### config.mk
export PLATFORM = sky130hd
export DESIGN_NAME = pal_array
export DESIGN_NICKNAME = d
export VERILOG_FILES = /design/src/rtl/pal_pkg.sv /design/src/rtl/pal_term.sv /design/src/rtl/pal_cfg_chain.sv /design/src/rtl/pal_macrocell.sv /design/src/rtl/pal_array.sv
export SDC_FILE = /design/constraint.sdc
export NUM_CORES = 1
export LEC_CHECK = 0
export CAP_MARGIN = 5
export CORE_MARGIN = 2
export CORE_UTILIZATION = 34
export CTS_BUF_LIST = sky130_fd_sc_hd__clkbuf_4 sky130_fd_sc_hd__clkbuf_8
export CTS_CLUSTER_SIZE = 30
export DETAILED_ROUTE_END_ITERATION = 12
export PLACE_DENSITY = 0.5
export SKIP_CTS_REPAIR_TIMING = 1
export SYNTH_ARGS = -nofsm -noshare
export SYNTH_HDL_FRONTEND = slang
export SYNTH_HIERARCHICAL = 1
export SYNTH_SLANG_ARGS = --single-unit
### constraint.sdc
create_clock -name clk -period 7.8 [get_ports clk]
set_input_delay 1.56 -clock clk [delete_from_list [all_inputs] [get_ports clk]]
set_output_delay 1.56 -clock clk [all_outputs]
set_load 0.02 [all_outputs]
### src/rtl/pal_pkg.sv
package pal_pkg;

    // Output source of a macrocell.
    typedef enum logic {
        OUT_COMB = 1'b0,
        OUT_REG  = 1'b1
    } out_mode_e;

    // Control field that follows the term masks of a macrocell (inv is the lower bit).
    typedef struct packed {
        out_mode_e mode;
        logic      inv;
    } mc_ctl_t;

    // Width of one macrocell term mask: both polarities of each input plus one column per expander.
    function automatic int term_width(int n_in, int n_exp);
        return 2 * n_in + n_exp;
    endfunction

    // Width of one expander mask: primary-input literals only.
    function automatic int exp_width(int n_in);
        return 2 * n_in;
    endfunction

    // Bits occupied by one macrocell in the image.
    function automatic int mc_width(int n_in, int n_pt, int n_exp);
        return n_pt * term_width(n_in, n_exp) + $bits(mc_ctl_t);
    endfunction

    // Total image length.
    function automatic int cfg_width(int n_in, int n_mc, int n_pt, int n_exp);
        return n_exp * exp_width(n_in) + n_mc * mc_width(n_in, n_pt, n_exp);
    endfunction

    // First bit of macrocell m.
    function automatic int mc_base(int n_in, int n_pt, int n_exp, int m);
        return n_exp * exp_width(n_in) + m * mc_width(n_in, n_pt, n_exp);
    endfunction

endpackage

### src/rtl/pal_term.sv
// One AND-plane product line: AND of the selected literals.
module pal_term #(
    parameter int W = 16
) (
    input  logic [W-1:0] lits,
    input  logic [W-1:0] sel,
    output logic         hit
);
    // An unselected column contributes 1, so an empty mask gives 1.
    // Selecting a literal and its complement always yields 0.
    always_comb begin
        hit = &(lits | ~sel);
    end
endmodule

### src/rtl/pal_cfg_chain.sv
// Serial configuration shift chain with an active copy taken when loading ends.
module pal_cfg_chain #(
    parameter int W = 312
) (
    input  logic         clk,
    input  logic         load_en,
    input  logic         din,
    output logic [W-1:0] shift_q,
    output logic [W-1:0] active_q
);
    logic load_d;

    // Shift toward bit 0: the first bit in ends at bit 0 after W shifts.
    always_ff @(posedge clk) begin
        if (load_en) begin
            shift_q <= {din, shift_q[W-1:1]};
        end
    end

    always_ff @(posedge clk) begin
        load_d <= load_en;
    end

    // Commit the image once loading has finished.
    always_ff @(posedge clk) begin
        if (load_d && !load_en) begin
            active_q <= shift_q;
        end
    end
endmodule

### src/rtl/pal_macrocell.sv
// Macrocell: fixed OR of N_PT terms, programmable inversion, register or bypass.
module pal_macrocell
    import pal_pkg::*;
#(
    parameter int N_IN  = 8,
    parameter int N_PT  = 3,
    parameter int N_EXP = 4,
    localparam int TW   = term_width(N_IN, N_EXP),
    localparam int MW   = mc_width(N_IN, N_PT, N_EXP)
) (
    input  logic          clk,
    input  logic          rst,
    input  logic [TW-1:0] lits,
    input  logic [MW-1:0] cfg,
    output logic          comb,
    output logic          q,
    output logic          y
);
    logic [N_PT-1:0] hits;
    mc_ctl_t         ctl;

    assign ctl = mc_ctl_t'(cfg[N_PT*TW +: $bits(mc_ctl_t)]);

    for (genvar p = 0; p < N_PT; p++) begin : g_pt
        pal_term #(.W(TW)) term_i (
            .lits (lits),
            .sel  (cfg[p*TW +: TW]),
            .hit  (hits[p])
        );
    end

    always_comb begin
        comb = (|hits) ^ ctl.inv;
    end

    always_ff @(posedge clk) begin
        if (rst) begin
            q <= 1'b0;
        end else begin
            q <= comb;
        end
    end

    always_comb begin
        y = (ctl.mode == OUT_REG) ? q : comb;
    end
endmodule

### src/rtl/pal_array.sv
// Top: configuration chain, expander pool, literal fan-out and macrocells.
module pal_array
    import pal_pkg::*;
#(
    parameter int N_IN  = 8,
    parameter int N_MC  = 4,
    parameter int N_PT  = 3,
    parameter int N_EXP = 4,
    localparam int EW    = exp_width(N_IN),
    localparam int TW    = term_width(N_IN, N_EXP),
    localparam int MW    = mc_width(N_IN, N_PT, N_EXP),
    localparam int CFG_W = cfg_width(N_IN, N_MC, N_PT, N_EXP)
) (
    input  logic            clk,
    input  logic            rst,
    input  logic            cfg_load_en,
    input  logic            cfg_din,
    input  logic [N_IN-1:0] pin,
    output logic [N_MC-1:0] mc_out
);
    logic [CFG_W-1:0] cfg_shift;
    logic [CFG_W-1:0] cfg_active;
    logic [EW-1:0]    in_lits;
    logic [N_EXP-1:0] exp_hit;
    logic [TW-1:0]    plane_lits;
    logic [N_MC-1:0]  mc_comb;
    logic [N_MC-1:0]  mc_q;
    logic [N_MC-1:0]  mc_y;

    pal_cfg_chain #(.W(CFG_W)) chain_i (
        .clk      (clk),
        .load_en  (cfg_load_en),
        .din      (cfg_din),
        .shift_q  (cfg_shift),
        .active_q (cfg_active)
    );

    // Both polarities of every primary input.
    for (genvar i = 0; i < N_IN; i++) begin : g_lit
        assign in_lits[2*i]   = pin[i];
        assign in_lits[2*i+1] = ~pin[i];
    end

    // First pass: expanders see primary-input literals only, so no loop can form.
    for (genvar e = 0; e < N_EXP; e++) begin : g_exp
        pal_term #(.W(EW)) exp_i (
            .lits (in_lits),
            .sel  (cfg_active[e*EW +: EW]),
            .hit  (exp_hit[e])
        );
    end

    // Second pass columns: inverted expanders appended to the input literals.
    assign plane_lits = {~exp_hit, in_lits};

    for (genvar m = 0; m < N_MC; m++) begin : g_mc
        pal_macrocell #(
            .N_IN  (N_IN),
            .N_PT  (N_PT),
            .N_EXP (N_EXP)
        ) mc_i (
            .clk  (clk),
            .rst  (rst),
            .lits (plane_lits),
            .cfg  (cfg_active[mc_base(N_IN, N_PT, N_EXP, m) +: MW]),
            .comb (mc_comb[m]),
            .q    (mc_q[m]),
            .y    (mc_y[m])
        );
    end

    // Outputs are quiet while an image is being shifted.
    assign mc_out = cfg_load_en ? '0 : mc_y;
endmodule

==> results.json, run 1 <==
{
  "start_kind": "input port",
  "place_area_um2": 23200,
  "dp_cells": 1999,
  "slew_violations": 0,
  "htreeDepth": 3,
  "die_y_um": 257,
  "fin_nets": 1268,
  "critPathKind": "input port to output port",
  "die_w_um": 257,
  "worst_pin_slew_ns": 1.09,
  "grt_pass1_vias": 10382,
  "start_util": 0.345,
  "syn-num-nets": 1122,
  "drive_above_1_share": 0.156,
  "rr_worst_depth": 9,
  "final_cell_mix": "624 x edfxtp_1, 196 x inv_1, 120 x nand2b_1",
  "postSynthCellCount": 1110,
  "drt_pre_antenna_iters": 5,
  "ios": 16,
  "cp_slowest_cell": "clkdlybuf4s50_1",
  "arrival_ns": 5.56,
  "antenna_found_initial": 3,
  "drc": 0,
  "worst-path-buf-inv": 6,
  "clk_latency_ns": 0.69,
  "core_area_um2": 63100,
  "leakagePower_nw": 8.94,
  "io_buffers": 15,
  "drt_iter0_drc": 903,
  "slowest_delay_ns": 0.62,
  "grt_max_degree": 158,
  "die-area_um2": 66000,
  "cap_violations": 0,
  "tritoncts": "yes",
  "gp_congestion": 0.743,
  "path_clk_slew_ns": 0.06,
  "viasPerCell": 4.61,
  "drt-total-wl_um": 44700,
  "path_cells": "clkdlybuf4s50_1 -> inv_1 -> buf_4 -> nand2b_1 -> o2111ai_1 -> nor4_2 -> inv_1 -> buf_4 -> o22ai_1 -> a221oi_1 -> and3_1 -> o31a_1 -> o31ai_2 -> nor2b_1 -> clkdlybuf4s50_1",
  "stdcell_count": 2186,
  "status": "complete, no violations",
  "wire_per_inst_um": 20.5,
  "cts_inserted_buffers": 101,
  "hpwl_um": 23900,
  "power_density_nw_per_um2": 271,
  "min_path_cells": 0,
  "cts-root-buf": "clkbuf_8",
  "final_common_cell": "edfxtp_1",
  "critPathCaptureType": "output port",
  "fin_setup_tns_ns": 0,
  "setup_viol": 0,
  "path_max_fanout": 15,
  "critPathRequiredTime_ns": 6.24,
  "yosys_warnings": 6,
  "via_count": 10078,
  "post-route-period-util": 0.913,
  "min_period_ns": 7.12,
  "fmax_ghz": 0.140,
  "cts.sinks": 629,
  "crit_family": "buffers and inverters",
  "drtAntennaViolNets": 0,
  "clock_skew_ns": 0.0204,
  "area_delta_synth_final_pct": 15.6,
  "hold_viol": 0,
  "cts_buffer_depth": 3,
  "fillers": 5856,
  "rsz0062_at_grt": "false",
  "min_path_type": "flop to flop",
  "grt_pass1_wl_um": 66600,
  "overflow": 0,
  "max-slew-margin-rel": 0.276,
  "num_rows": 92,
  "total_power_mw": 6.81,
  "cp.depth": 15,
  "track_usage": 0.138,
  "synth_area_um2": 21700,
  "finish.utilization": 0.398,
  "peakVddDrop_v": 0.000137,
  "synth.avg_cell_area_um2": 19.6,
  "design_area_um2": 25100
}
state kept, by name, summed over array words and instances (netlist names):
signal	count
chain_i/load_d	1
g_mc.mc_i/q	4
chain_i/active_q	312
chain_i/shift_q	312
power by group:
group | switching (mW) | total, mW | internal (mW)
clock | 1.27 | 2.69 | 1.41
combinational | 0.147 | 0.198 | 0.0507
sequential | 0.0533 | 3.93 | 3.87
total | 1.48 | 6.81 | 5.34
stage by stage:
stage	setup slack (ns)	hold slack (ns)
detailed placement	0.668	0.413
global route	0.440	0.440
CTS	0.651	0.430
finish	0.678	0.427
global placement	0.658	0.410
floorplan	1.24	0.400
path summary, 6_finish.rpt:
path	to	slack, ns	startpoint
setup / recovery	mc_out[0]	0.68	pin[7]
hold / removal	chain_i/active_q[0]	0.43	chain_i/shift_q[0]
setup reg to reg	g_mc[3].mc_i/q	5.05	chain_i/active_q[31]
hold reg to reg	chain_i/active_q[0]	0.43	chain_i/shift_q[0]
worst reg2reg max path, cell delays in order, from the launching register on:
cell	delay, ns
edfxtp_1	0.42
nand2b_1	0.10
o2111ai_1	0.13
nor4_2	0.25
inv_1	0.44
o2111ai_1	0.39
nor4_1	0.08
and3_1	0.21
nor4_1	0.49
nor3_1	0.08
routing by layer:
metal  GRT usage  vias to the layer above  wire, um
li1            -                     4514         -
met1       0.198                     5141     21000
met2       0.204                      315     19900
met3      0.0347                      106      2600
met4      0.0468                        2      1150
met5           0                        -        18
cell type report:
class	count	area, um^2	share of cell area
antenna	1	2.50	0.0000996
clock buffer	140	1710	0.0680
clock inverter	46	208	0.00827
inverter	196	736	0.0293
multi-input combinational	285	2160	0.0860
sequential	629	18800	0.750
tap	846	1060	0.0421
timing repair buffer	43	410	0.0163
Note: power is estimated with default switching activity, not from simulation.
==> inputs of run 2 (changes only) <==
- CELL_PAD_IN_SITES_DETAIL_PLACEMENT: not set -> 0
- CELL_PAD_IN_SITES_GLOBAL_PLACEMENT: not set -> 1
- PLACE_DENSITY: 0.5 -> 0.55
==> results.json, run 2 (synthesis results as in run 1) <==
{
  "status": "complete, no violations",
  "grt_pass1_vias": 10435,
  "overflow": 0,
  "drtAntennaViolNets": 0,
  "final_cell_mix": "624 x edfxtp_1, 196 x inv_1, 120 x nand2b_1",
  "reg_top3": "chain_i/active_q: 312 flops, chain_i/shift_q: 312 flops, g_mc.mc_i/q: 4 flops",
  "wire_per_inst_um": 20.9,
  "min_period_ns": 7.30,
  "drt_pre_antenna_iters": 7,
  "fin_setup_tns_ns": 0,
  "drive_above_1_share": 0.153,
  "area_delta_synth_final_pct": 15.8,
  "cts-root-buf": "clkbuf_8",
  "total_power_mw": 6.91,
  "cp_slowest_cell": "nor4_1",
  "drt_iter0_drc": 820,
  "arrival_ns": 5.74,
  "hold_viol": 0,
  "track_usage": 0.139,
  "antenna_cells": 0,
  "path_max_fanout": 12,
  "leakagePower_nw": 8.97,
  "die-area_um2": 66000,
  "cts.sinks": 629,
  "multi_input_area_um2": 2160,
  "tritoncts": "yes",
  "critPathRequiredTime_ns": 6.24,
  "fin_nets": 1268,
  "ios": 16,
  "critPathKind": "input port to output port",
  "worst_pin_slew_ns": 0.935,
  "clk_latency_ns": 0.67,
  "rsz0062_at_grt": "false",
  "holdWs_ns": 0.428,
  "final_common_cell": "edfxtp_1",
  "seq_area_um2": 18800,
  "critPathCaptureType": "output port",
  "crit_family": "buffers and inverters",
  "fmax_ghz": 0.137,
  "start_util": 0.345,
  "grt_max_degree": 158,
  "slew_violations": 0,
  "start_kind": "input port",
  "cts_inserted_buffers": 101,
  "htreeDepth": 3,
  "cap_violations": 0,
  "viasPerCell": 4.60,
  "drt-total-wl_um": 45400,
  "setup_viol": 0,
  "via_count": 10010,
  "io_buffers": 15,
  "drc": 0,
  "die_w_um": 257,
  "power_density_nw_per_um2": 275,
  "num_rows": 92,
  "finish.utilization": 0.399,
  "worst-path-buf-inv": 4,
  "hpwl_um": 25000,
  "cts_buffer_depth": 3,
  "path_clk_slew_ns": 0.05,
  "grt_pass1_wl_um": 67000,
  "peakVddDrop_v": 0.000107,
  "max-slew-margin-rel": 0.376,
  "antenna_found_initial": 4,
  "path_cells": "clkdlybuf4s50_1 -> inv_1 -> nand2b_1 -> o2111ai_1 -> nor4_2 -> inv_1 -> o2111ai_1 -> nor4_1 -> and3_1 -> nor4_1 -> o31ai_2 -> nor2b_1 -> clkdlybuf4s50_1",
  "post-route-period-util": 0.935,
  "die_y_um": 257,
  "clock_skew_ns": 0.0214,
  "slowest_delay_ns": 0.73,
  "min_path_type": "flop to flop",
  "core_area_um2": 63100,
  "fillers": 5821,
  "gp_congestion": 0.756
}
==> run 2: per-layer routing <==
| layer | share of wire | up-vias | track usage |
|---|---|---|---|
| met5 | 0 | - | 0 |
| met4 | 0.025 | 0 | 0.0493 |
| met3 | 0.055 | 91 | 0.0324 |
| met2 | 0.43 | 267 | 0.198 |
| met1 | 0.49 | 5155 | 0.208 |
| li1 | - | 4497 | - |
==> run 2: worst paths after layout <==
path | endpoint | cells past startpoint | from | slack [ns]
min reg2reg | chain_i/active_q[0] | 0 | chain_i/shift_q[0] | 0.43
max reg2reg | g_mc[3].mc_i/q | 9 | chain_i/active_q[22] | 4.89
max | mc_out[3] | 13 | pin[1] | 0.50
min | chain_i/active_q[0] | 0 | chain_i/shift_q[0] | 0.43
==> run 2: final cells by class <==
type,instances,area share
well taps,846,0.0421
clock buffers,133,0.0653
inverters,196,0.0292
repair buffers,43,0.0163
clock inverters,44,0.0126
multi-input cells,285,0.0859
flip-flops and latches,629,0.749
==> run 2: report_power, final <==
| part | internal (mW) | total, mW | switching, mW |
|---|---|---|---|
| sequential | 3.87 | 3.93 | 0.0537 |
| clock | 1.53 | 2.78 | 1.25 |
| combinational | 0.0514 | 0.202 | 0.150 |
==> run 2: through the flow <==
stage / std cells / cell area [um^2] / worst slack [ns]
2_1_floorplan: 1110 / 21700 / 1.24
3_5_place_dp: 1999 / 23200 / 0.471
6_report: 2176 / 25200 / 0.505
3_3_place_gp: 1999 / 23200 / 0.466
5_1_grt: 2176 / 25200 / 0.247
4_1_cts: 2176 / 25200 / 0.451
==> inputs of run 3 (changes only) <==
- SLEW_MARGIN: not set -> 0
- clock period: 7.8 -> 7.76 ns (I/O delays scaled with it)
==> results.json, run 3 (synthesis results as in run 1) <==
{
  "rsz0062_at_grt": "false",
  "start_kind": "input port",
  "num_rows": 92,
  "drive_above_1_share": 0.154,
  "drt_iter0_drc": 767,
  "peakVddDrop_v": 0.000126,
  "htreeDepth": 3,
  "ios": 16,
  "core_area_um2": 63100,
  "setup_viol": 0,
  "clk_latency_ns": 0.67,
  "arrival_ns": 5.69,
  "p_clk_frac": 0.392,
  "p_comb_frac": 0.030,
  "tritoncts": "yes",
  "cts-root-buf": "clkbuf_8",
  "path_max_fanout": 12,
  "cts.sinks": 629,
  "hold_viol": 0,
  "worst_pin_slew_ns": 1.13,
  "track_usage": 0.140,
  "fin_setup_tns_ns": 0,
  "fmax_ghz": 0.138,
  "min_period_ns": 7.25,
  "fin_nets": 1267,
  "p_int_mw": 5.36,
  "grt_pass1_vias": 10259,
  "drtAntennaViolNets": 0,
  "drt-total-wl_um": 45800,
  "hpwl_um": 25300,
  "post-route-period-util": 0.934,
  "critPathKind": "input port to output port",
  "cts_inserted_buffers": 98,
  "p_switching_mw": 1.47,
  "gp_congestion": 0.745,
  "clock_skew_ns": 0.0383,
  "antenna_found_initial": 0,
  "grt_max_degree": 176,
  "area_delta_synth_final_pct": 15.2,
  "overflow": 0,
  "via_count": 9990,
  "power_density_nw_per_um2": 273,
  "multi_input_area_um2": 2160,
  "cap_violations": 0,
  "final_common_cell": "edfxtp_1",
  "p_sw_frac": 0.215,
  "slew_violations": 0,
  "start_util": 0.345,
  "io_buffers": 15,
  "leakagePower_nw": 8.92,
  "min_path_type": "flop to flop",
  "die_w_um": 257,
  "status": "complete, no violations",
  "viasPerCell": 4.59,
  "die_y_um": 257,
  "path_clk_slew_ns": 0.06,
  "wire_per_inst_um": 21.0,
  "drt_pre_antenna_iters": 5,
  "seq_area_um2": 18800,
  "drc": 0,
  "fillers": 5847,
  "critPathRequiredTime_ns": 6.21,
  "final_cell_mix": "624 x edfxtp_1, 196 x inv_1, 120 x nand2b_1",
  "critPathCaptureType": "output port",
  "die-area_um2": 66000,
  "reg_top3": "chain_i/active_q: 312 flops, chain_i/shift_q: 312 flops, g_mc.mc_i/q: 4 flops",
  "total_power_mw": 6.83,
  "grt_pass1_wl_um": 67300,
  "max-slew-margin-rel": 0.248,
  "cts_buffer_depth": 3,
  "pwr-share-seq": 0.578
}
## run 3: changes by cell type in the layout (fill, tap and decap cells not counted)
cell | before | now
buf_4 | 24 | 29
buf_12 | 4 | 1
bufinv_16 | 5 | 2
clkbuf_4 | 30 | 33
clkbuf_8 | 103 | 100
clkinv_1 | 25 | 22
clkinvlp_4 | 1 | 2
diode_2 | 0 | 1
inv_6 | 0 | 1
## run 3: critical path, cell delays in order
cell and delay, ns:
clkdlybuf4s50_1 0.45, inv_1 0.54, nand2b_1 0.19, o2111ai_1 0.12, nor4_2 0.30, inv_1 0.48
o22ai_1 0.31, a221oi_1 0.10, and3_1 0.20, o31a_1 0.33, o31ai_2 0.30, nor2b_1 0.18
clkdlybuf4s50_1 0.63
## run 3: worst paths after layout
path                                      startpoint             endpoint  slack, ns  depth (start not counted)
worst min register to register    chain_i/shift_q[0]  chain_i/active_q[0]       0.42                          0
worst min-delay path              chain_i/shift_q[0]  chain_i/active_q[0]       0.42                          0
worst max-delay path                          pin[1]            mc_out[2]       0.51                         13
worst max register to register  chain_i/active_q[19]       g_mc[3].mc_i/q       4.95                          9
## run 3: power groups by stage
| stage | combinational [mW] | clock, mW | sequential, mW |
|---|---|---|---|
| after global routing | 0.218 | 2.91 | 3.96 |
| after global placement | 0.206 | 0 | 4.01 |
| final | 0.202 | 2.68 | 3.94 |
| after floorplan | 0.0803 | 0 | 4.00 |
| after CTS | 0.206 | 2.76 | 3.95 |
| after detailed placement | 0.205 | 0 | 4.02 |
## run 3: layout make-up
cell class / count / area share
timing repair buffer: 45 / 0.0155
clock inverter: 40 / 0.00924
clock buffer: 133 / 0.0649
multi-input combinational: 285 / 0.0863
tap: 846 / 0.0423
inverter: 196 / 0.0294
antenna: 1 / 0.0000999
sequential: 629 / 0.752
## run 3: stage by stage
stage / instances / util / setup slack, ns / hold slack (ns) / area, um^2
after floorplan: 1110 / - / 1.20 / 0.400 / 21700
after global placement: 2001 / 0.367 / 0.503 / 0.401 / 23200
after detailed placement: 2001 / 0.367 / 0.557 / 0.421 / 23200
after CTS: 2174 / 0.397 / 0.540 / 0.427 / 25000
after global routing: 2174 / 0.397 / 0.299 / 0.437 / 25000
final: 2175 / 0.397 / 0.513 / 0.423 / 25000
## run 3: routing by layer
metal | track usage | wire length, um
met2 | 0.208 | 20400
met4 | 0.0426 | 1100
met5 | 0 | 0
met1 | 0.205 | 22400
met3 | 0.0328 | 1870
